`src/rtl/dwg_pkg.sv`:
```
package dwg_pkg;
  localparam int NUM_WORLDS = 2;
  localparam int PERM_W     = 3;
  localparam int PB_READ    = 0;
  localparam int PB_WRITE   = 1;
  localparam int PB_FETCH   = 2;

  typedef enum logic [1:0] {
    OP_SPLIT = 2'd0,
    OP_PERM  = 2'd1,
    OP_LOCK  = 2'd2,
    OP_NONE  = 2'd3
  } cfg_op_e;

  typedef enum logic [1:0] {
    ACC_READ  = 2'd0,
    ACC_WRITE = 2'd1,
    ACC_FETCH = 2'd2,
    ACC_RSVD  = 2'd3
  } acc_kind_e;
endpackage

```
`src/rtl/dwg_cfg_regs.sv`:
```
module dwg_cfg_regs
  import dwg_pkg::*;
#(
  parameter int                ADDR_W = 32,
  parameter logic [ADDR_W-1:0] BASE   = 32'h5000_0000,
  parameter int                BYTES  = 8192,
  parameter int                OFF_W  = $clog2(BYTES) - 2,
  parameter int                NW     = NUM_WORLDS
) (
  input  logic                   clk,
  input  logic                   rst_n,
  input  logic                   cfg_wr,
  input  logic [1:0]             cfg_op,
  input  logic [1:0]             cfg_world,
  input  logic                   cfg_area,
  input  logic [ADDR_W-1:0]      cfg_wdata,
  output logic [NW*OFF_W-1:0]    split_o,
  output logic [NW*PERM_W-1:0]   perm_lo_o,
  output logic [NW*PERM_W-1:0]   perm_hi_o,
  output logic                   locked_o
);
  localparam logic [ADDR_W:0] END_ADDR = {1'b0, BASE} + (ADDR_W+1)'(BYTES);

  logic [NW*OFF_W-1:0]  split_q;
  logic [NW*PERM_W-1:0] lo_q, hi_q;
  logic                 lock_q;
  logic                 addr_ok;
  logic [OFF_W-1:0]     new_off;

  // base is aligned to the window size, so the word offset is a plain slice
  assign addr_ok = ({1'b0, cfg_wdata} >= {1'b0, BASE}) &&
                   ({1'b0, cfg_wdata} < END_ADDR) && (cfg_wdata[1:0] == 2'b00);
  assign new_off = cfg_wdata[OFF_W+1:2];

  always_ff @(posedge clk or negedge rst_n) begin
    if (!rst_n) begin
      split_q <= '0;
      lo_q    <= '0;
      hi_q    <= '0;
      lock_q  <= 1'b0;
    end else if (cfg_wr && !lock_q) begin
      for (int w = 0; w < NW; w++) begin
        if (int'(cfg_world) == w) begin
          if (cfg_op == OP_SPLIT && addr_ok)
            split_q[w*OFF_W +: OFF_W] <= new_off;
          if (cfg_op == OP_PERM && !cfg_area)
            lo_q[w*PERM_W +: PERM_W] <= cfg_wdata[PERM_W-1:0];
          if (cfg_op == OP_PERM && cfg_area)
            hi_q[w*PERM_W +: PERM_W] <= cfg_wdata[PERM_W-1:0];
        end
      end
      if (cfg_op == OP_LOCK && cfg_wdata[0])
        lock_q <= 1'b1;
    end
  end

  assign split_o   = split_q;
  assign perm_lo_o = lo_q;
  assign perm_hi_o = hi_q;
  assign locked_o  = lock_q;

  assert_lock_sticky_R9: assert property (@(posedge clk) disable iff (!rst_n)
    lock_q |=> lock_q);
  assert_frozen_when_locked_R9: assert property (@(posedge clk) disable iff (!rst_n)
    lock_q |=> ($stable(split_q) && $stable(lo_q) && $stable(hi_q)));
  assert_bad_world_write_ignored_R7: assert property (@(posedge clk) disable iff (!rst_n)
    (cfg_wr && int'(cfg_world) >= NW) |=>
      ($stable(split_q) && $stable(lo_q) && $stable(hi_q)));
  assert_other_world_kept_R8: assert property (@(posedge clk) disable iff (!rst_n)
    (cfg_wr && cfg_world == 2'd0) |=>
      ($stable(split_q[(NW-1)*OFF_W +: OFF_W]) &&
       $stable(lo_q[(NW-1)*PERM_W +: PERM_W]) &&
       $stable(hi_q[(NW-1)*PERM_W +: PERM_W])));
endmodule

```
`src/rtl/dwg_check.sv`:
```
module dwg_check
  import dwg_pkg::*;
#(
  parameter int                ADDR_W = 32,
  parameter logic [ADDR_W-1:0] BASE   = 32'h5000_0000,
  parameter int                BYTES  = 8192,
  parameter int                OFF_W  = $clog2(BYTES) - 2,
  parameter int                NW     = NUM_WORLDS
) (
  input  logic [ADDR_W-1:0]    addr_i,
  input  logic [1:0]           kind_i,
  input  logic [1:0]           world_i,
  input  logic [NW*OFF_W-1:0]  split_i,
  input  logic [NW*PERM_W-1:0] perm_lo_i,
  input  logic [NW*PERM_W-1:0] perm_hi_i,
  output logic                 allow_o,
  output logic                 in_region_o
);
  localparam logic [ADDR_W:0] END_ADDR = {1'b0, BASE} + (ADDR_W+1)'(BYTES);

  logic [OFF_W-1:0] off;
  logic [NW-1:0]    ok;
  logic             sel_ok;

  assign in_region_o = ({1'b0, addr_i} >= {1'b0, BASE}) && ({1'b0, addr_i} < END_ADDR);
  assign off = addr_i[OFF_W+1:2];

  for (genvar w = 0; w < NW; w++) begin : g_world
    logic [OFF_W-1:0]  bound;
    logic [PERM_W-1:0] eff;
    assign bound = split_i[w*OFF_W +: OFF_W];
    assign eff   = (off < bound) ? perm_lo_i[w*PERM_W +: PERM_W]
                                 : perm_hi_i[w*PERM_W +: PERM_W];
    always_comb begin
      case (kind_i)
        ACC_READ:  ok[w] = eff[PB_READ];
        ACC_WRITE: ok[w] = eff[PB_WRITE];
        ACC_FETCH: ok[w] = eff[PB_FETCH];
        default:   ok[w] = 1'b0;
      endcase
    end
  end

  always_comb begin
    sel_ok = 1'b0;
    for (int w = 0; w < NW; w++)
      if (int'(world_i) == w) sel_ok = ok[w];
  end

  assign allow_o = !in_region_o || sel_ok;
endmodule

```
`src/rtl/dwg_out_stage.sv`:
```
module dwg_out_stage (
  input  logic clk,
  input  logic rst_n,
  input  logic in_valid,
  output logic in_ready,
  input  logic in_allow,
  input  logic in_inreg,
  output logic out_valid,
  input  logic out_ready,
  output logic out_allow,
  output logic out_inreg
);
  logic v_q, allow_q, inreg_q;

  assign in_ready = !v_q || out_ready;

  always_ff @(posedge clk or negedge rst_n) begin
    if (!rst_n) begin
      v_q     <= 1'b0;
      allow_q <= 1'b0;
      inreg_q <= 1'b0;
    end else if (in_ready) begin
      v_q <= in_valid;
      if (in_valid) begin
        allow_q <= in_allow;
        inreg_q <= in_inreg;
      end
    end
  end

  assign out_valid = v_q;
  assign out_allow = allow_q;
  assign out_inreg = inreg_q;

  assert_stall_hold_R10: assert property (@(posedge clk) disable iff (!rst_n)
    (v_q && !out_ready) |=> (v_q && $stable(allow_q) && $stable(inreg_q)));
endmodule

```
`src/rtl/dwg_region_guard.sv`:
```
module dwg_region_guard
  import dwg_pkg::*;
#(
  parameter int                ADDR_W = 32,
  parameter logic [ADDR_W-1:0] BASE   = 32'h5000_0000,
  parameter int                BYTES  = 8192
) (
  input  logic              clk,
  input  logic              rst_n,
  input  logic              cfg_wr,
  input  logic [1:0]        cfg_op,
  input  logic [1:0]        cfg_world,
  input  logic              cfg_area,
  input  logic [ADDR_W-1:0] cfg_wdata,
  input  logic              acc_valid,
  output logic              acc_ready,
  input  logic [ADDR_W-1:0] acc_addr,
  input  logic [1:0]        acc_kind,
  input  logic [1:0]        acc_world,
  output logic              res_valid,
  input  logic              res_ready,
  output logic              res_allow,
  output logic              res_in_region
);
  localparam int OFF_W = $clog2(BYTES) - 2;
  localparam int NW    = NUM_WORLDS;

  logic [NW*OFF_W-1:0]  split;
  logic [NW*PERM_W-1:0] perm_lo, perm_hi;
  logic                 locked;
  logic                 chk_allow, chk_inreg;

  dwg_cfg_regs #(.ADDR_W(ADDR_W), .BASE(BASE), .BYTES(BYTES), .OFF_W(OFF_W), .NW(NW)) u_cfg (
    .clk(clk), .rst_n(rst_n), .cfg_wr(cfg_wr), .cfg_op(cfg_op), .cfg_world(cfg_world),
    .cfg_area(cfg_area), .cfg_wdata(cfg_wdata), .split_o(split), .perm_lo_o(perm_lo),
    .perm_hi_o(perm_hi), .locked_o(locked)
  );

  dwg_check #(.ADDR_W(ADDR_W), .BASE(BASE), .BYTES(BYTES), .OFF_W(OFF_W), .NW(NW)) u_chk (
    .addr_i(acc_addr), .kind_i(acc_kind), .world_i(acc_world), .split_i(split),
    .perm_lo_i(perm_lo), .perm_hi_i(perm_hi), .allow_o(chk_allow), .in_region_o(chk_inreg)
  );

  dwg_out_stage u_out (
    .clk(clk), .rst_n(rst_n), .in_valid(acc_valid), .in_ready(acc_ready),
    .in_allow(chk_allow), .in_inreg(chk_inreg), .out_valid(res_valid),
    .out_ready(res_ready), .out_allow(res_allow), .out_inreg(res_in_region)
  );

  assert_outside_allowed_R5: assert property (@(posedge clk) disable iff (!rst_n)
    (acc_valid && acc_ready && acc_addr < BASE) |=>
      (res_valid && res_allow && !res_in_region));
  assert_bad_world_denied_R4: assert property (@(posedge clk) disable iff (!rst_n)
    (acc_valid && acc_ready && int'(acc_world) >= NW) |=>
      (res_valid && (!res_in_region || !res_allow)));
  assert_rsvd_kind_denied_R3: assert property (@(posedge clk) disable iff (!rst_n)
    (acc_valid && acc_ready && acc_kind == ACC_RSVD) |=>
      (res_valid && (!res_in_region || !res_allow)));
  assert_locked_unused_R9: assert property (@(posedge clk) disable iff (!rst_n)
    locked |=> locked);
endmodule

```
`config.mk`:
```
export PLATFORM = sky130hd
export DESIGN_NAME = dwg_region_guard
export DESIGN_NICKNAME = d
export VERILOG_FILES = /design/src/rtl/dwg_pkg.sv /design/src/rtl/dwg_cfg_regs.sv /design/src/rtl/dwg_check.sv /design/src/rtl/dwg_out_stage.sv /design/src/rtl/dwg_region_guard.sv
export SDC_FILE = /design/constraint.sdc
export NUM_CORES = 1
export LEC_CHECK = 0
export BUFFER_PORTS_ARGS = -buffer_cell sky130_fd_sc_hd__buf_2
export CAP_MARGIN = 10
export CORE_AREA = 4 4 61 119
export DETAILED_ROUTE_END_ITERATION = 8
export DIE_AREA = 0 0 65 123
export GPL_TIMING_DRIVEN = 0
export HOLD_SLACK_MARGIN = 0.08
export PLACE_DENSITY = 0.59
export SLEW_MARGIN = 20
export SYNTH_ARGS = -nofsm -noshare
export SYNTH_HDL_FRONTEND = slang
export SYNTH_SLANG_ARGS = --single-unit
```
`constraint.sdc`:
```
create_clock -name clk -period 4.9 [get_ports clk]
set_clock_uncertainty 0.15 [all_clocks]
set_input_delay 0.98 -clock clk [delete_from_list [all_inputs] [get_ports clk]]
set_output_delay 0.98 -clock clk [all_outputs]
set_load 0.005 [all_outputs]
```
# [Word-level counts from Yosys, hierarchy flattened]
# Index checks and enable logic that the tools add are counted.
[op_classes] add_sub_neg=0 n_mul=0 div_mod_pow=0 magnitude_cmp=6 eq_ne=6 shifts=0 n_mux=6 n_bitwise=0 n_reduce_logical=27
[op_table] op="$ge 32x31->1 const B" n=2
[op_table] op="$lt 32x31->1 const B" n=2
[op_table] op="$lt 11x11->1" n=2
[op_table] op="$reduce_and 3->1" n=6
[op_table] op="$logic_not 2->1" n=5
[op_table] op="$eq 2x2->1 const B" n=4
[op_table] op="$logic_and 1x1->1" n=8
[op_table] op="$mux 3" n=2
[op_table] op="$pmux 1 s3" n=2
[op_table] op="$eq 2x1->1 const B" n=2
[op_table] op="$logic_not 1->1" n=4
[op_table] op="$reduce_and 2->1" n=2
[op_table] op="$logic_or 1x1->1" n=2
[op_table] op="$mux 1" n=2
[totals] reg_bits=38 latchBits=0 ram_bits=0 romBits=0 in_bits=78 output_inout_bits=4 word_cells=55 memories=0

# [Longest topological paths before layout]
[depth] ltp_word=6 ltp_mapped=7 mapped_depth_nobuf=7

# [Modules after synthesis]
# From an unflattened synthesis, not the netlist that was laid out.
[unflattened] hier_cells=196 hier_area_um2=2297.2
[by_module_without_submodules] module="dwg_cfg_regs" n_inst=1 cells_each=92 area_each_um2=1470.2 seq_area_each_um2=875.8
[by_module_without_submodules] module="dwg_check" n_inst=1 cells_each=96 area_each_um2=694.4 seq_area_each_um2=0.0
[by_module_without_submodules] module="dwg_out_stage" n_inst=1 cells_each=8 area_each_um2=132.6 seq_area_each_um2=75.1

# [Worst setup path after synthesis]
# No wires, ideal clock.
[synth_timing] path_kind="input port to flip-flop" startpoint="input acc_addr[12]" endpoint="register u_out.allow_q, in the netlist u_out.out_allow" setup_ns=0.099 arrival_time_ns=2.343 required_ns=4.651 setup_slack_ns=2.307 path_stages=6 path_buffers=0 path_cell_list="ha_1 > nand4_1 > o221ai_1 > a211oi_1 > mux2_2 > a311oi_1"
[synth_via] elab_chain_len=6 elab_cells_between_ends=13 classes_between="order compare: 4; mux: 6; reduce/logical: 3"
[synth_lines] element="from (decl)" line="dwg_region_guard.sv:17" rtl="input logic [ADDR_W-1:0] acc_addr,"
[synth_lines] element="$lt 11x11->1" line="dwg_check.sv:32" rtl="assign eff = (off < bound) ? perm_lo_i[w*PERM_W +: PERM_W]"
[synth_lines] element="$mux 3" line="dwg_check.sv:32"
[synth_lines] element="$pmux 1 s3" line="dwg_check.sv:35" rtl="case (kind_i)"
[synth_lines] element="$mux 1 (2 in series)" line="dwg_check.sv:47" rtl="if (int'(world_i) == w) sel_ok = ok[w];"
[synth_lines] element="$logic_or 1x1->1 (*)" line="dwg_check.sv:50" rtl="assign allow_o = !in_region_o || sel_ok;"
[synth_lines] element="to (signal assigned)" line="dwg_out_stage.sv:25" rtl="allow_q <= in_allow;"
[synth_lines] element="to (decl)" line="dwg_out_stage.sv:13" rtl="logic v_q, allow_q, inreg_q;"
# Every way passes the cells marked *; elsewhere a longest branch is shown, timed or not.
# A chain may end at the register's enable or synchronous reset.

# [Worst setup path after layout]
[layout_timing] startpoint="input acc_addr[10]" endpoint="register u_out.allow_q, in the netlist u_out.out_allow"
# The elaborated chain is that of the path after synthesis.

==> results.ini <==
[power_and_ir_drop]
pwr_density_cell_nw_per_um2=262
p_leak_nw=1.45
ir_drop_v=0.000226
total_power_mw=0.737

[sta]
slew_headroom_pct=41.1
worst_slack_ns=2.22
period_needed_ns=2.68
slew_violations=0
finalSetupViolations=0
fin_crit_sh_pct=54.7
tightestPinTransition_ns=0.884
finalHoldViolations=0
tns_ns=0
max_freq_ghz=0.373
rsz0062_at_grt=false

[grt]
grt_pass1_wl_um=9190
grt_remaining_overflow=0
grt_pass1_vias=2033
grt_max_degree=39
antenna_found_initial=0
track_usage_pct=15.3

[finish]
final_cell_mix=buf_2 (81), dfrtp_1 (38), nand2_1 (37), inv_1 (21), o21ai_0 (21)
register_area_um2=951
final.fill_count=646
drive_above_1_share_pct=34.7
area_growth_pct=29.7
multiInputGateArea_um2=1110
final_nets=405
layout.cells.most_common=buf_2
diodes=0

[routing]
drt_pre_antenna_iters=4
viasPerCell=4.88
routed_wirelength_um=5700
ant_nets=0
num_vias=1923
drtIter0Drc=27
drt-wirelength-per-cell_um=14.5
drc_errors=0

[worst_setup_path]
crit_arrival_ns=2.71
r2r_cells=7
start_kind=primary input
critPathCaptureType=flop
crit_start=acc_addr[10]
crit_end=u_out.out_allow
rrSetupSlack_ns=2.68
reg2reg_to=u_out.out_allow
crit_type=in2reg
path_max_fanout=2
cp_data_required_time_ns=4.93
r2r-start=u_cfg.split_o[19]

[clock_network]
cts.root.buffer_cell=clkbuf_16
cts_max_path_buffers=2
cts_setup_buffers=0
cts_tree=built
cts-hold-fix-buffers=0
clk_latency_ns=0.28
clkTransAtPathRegs_ns=0.06
clock_sink_count=38
cts_buffers=5
h-tree-depth=2
cts-resized-gates=0

[logic_synthesis]
synthArstFlopShare_pct=100
synth-main-ff-cell=dfrtp_1
synth_top_area_cell=dfrtp_1
yosysSeqAreaShare_pct=43.8
synthesis.area_um2=2170
synthesis.nets=320
synth.area.top_cells=dfrtp_1 (44%), ha_1 (12%), mux2_2 (7.8%)
synth-edff-count=0
synth.yosys.warnings=0
synth_top_area_share_pct=43.8
ys_types=30
synth_cells=222
avgSynthCellArea_um2=9.78
ys_ff_latch=38

[min_path]
hp-class=reg2reg
hold_depth=1

[die]
fp.dieW_um=65
rows=41
die_area_um2=8000
start_util_pct=34.4
core_um2=6310
die_h_um=123
io_pins=82

[placement]
portBuffers=78
gp_congestion=0.800
dp.final_hpwl_um=4590
pre_cts_ws_ns=1.93

[flow_run]
maxCapViolCount=0

[run_status]
status=finished clean

[cells by family (layout without fill, tap and decap cells)]
family / Yosys count / after routing / synth area share (%)
compound gates: 45 / 45 / 12.2
fa+ha+maj: 20 / 20 / 11.5
buf+inv: 26 / 112 / 5.01
flops: 38 / 38 / 43.8
mux: 20 / 20 / 10.1
simple gates: 73 / 73 / 17.4
[critical path, cell delays in order]
cell	delay, ns
buf_2	0.11
ha_1	0.32
a21oi_1	0.21
o221ai_1	0.15
a211oi_1	0.29
mux2_2	0.39
a311oi_1	0.25
[cell type report]
| class | instances | share of cell area, % |
|---|---|---|
| buffer | 5 | 1.07 |
| inverter | 21 | 2.80 |
| clock inverter | 1 | 0.178 |
| timing repair buffer | 78 | 13.9 |
| clock buffer | 7 | 5.06 |
| tap | 86 | 3.82 |
| multi-input combinational | 158 | 39.4 |
| sequential | 38 | 33.8 |
[cell usage after synthesis, types with 2 or more instances]
library cell and number:
ha_1 20, buf_4 2, nor2_1 4, a21oi_1 12, o21ai_0 21, nor4b_1 4
mux2_2 15, a2bb2oi_1 2, nand2b_1 2, mux2i_1 5, a211oi_1 2, nand4_1 3
nor4_1 6, o221ai_1 2, nand2_1 37, o2bb2ai_1 2, nor2b_1 5, buf_2 3
dfrtp_1 38, nor3_1 7, inv_1 21
[registers in the layout, summed over array words and instances (netlist names)]
signal / count
u_out.out_allow: 1
u_cfg.perm_lo_o: 6
u_cfg.locked_o: 1
u_out.out_valid: 1
u_cfg.split_o: 22
u_out.out_inreg: 1
u_cfg.perm_hi_o: 6
[per-stage QoR]
step	instances	instance area, µm²	util (%)	hold WS [ns]
6_report	394	2820	44.6	0.313
5_1_grt	394	2820	44.6	0.332
4_1_cts	394	2820	44.6	0.318
3_5_place_dp	386	2670	42.3	0.306
3_3_place_gp	386	2670	42.3	0.300
2_1_floorplan	222	2170	-	0.287
[per-layer routing]
metal	wire length [µm]	up-vias	global-route usage (%)
li1	-	952	-
met1	1950	922	15.1
met2	3430	42	29.9
met3	221	7	3.27
met4	99	0	5.83
met5	0	-	0
[where the power goes]
group / internal (mW) / switching, mW / leakage, nW
combinational: 0.0421 / 0.0376 / 0.967
clock: 0.202 / 0.124 / 0.0739
sequential: 0.325 / 0.00564 / 0.408
[worst min path at each step]
stage	from	slack, ns	endpoint
after global placement	u_cfg.locked_o	0.30	u_cfg.locked_o
final	u_cfg.locked_o	0.31	u_cfg.locked_o
after global routing	u_cfg.locked_o	0.33	u_cfg.locked_o
after detailed placement	u_cfg.locked_o	0.31	u_cfg.locked_o
after floorplan	u_cfg.locked_o	0.29	u_cfg.locked_o
after CTS	u_cfg.locked_o	0.32	u_cfg.locked_o
Note: power is estimated with default switching activity, not from simulation.
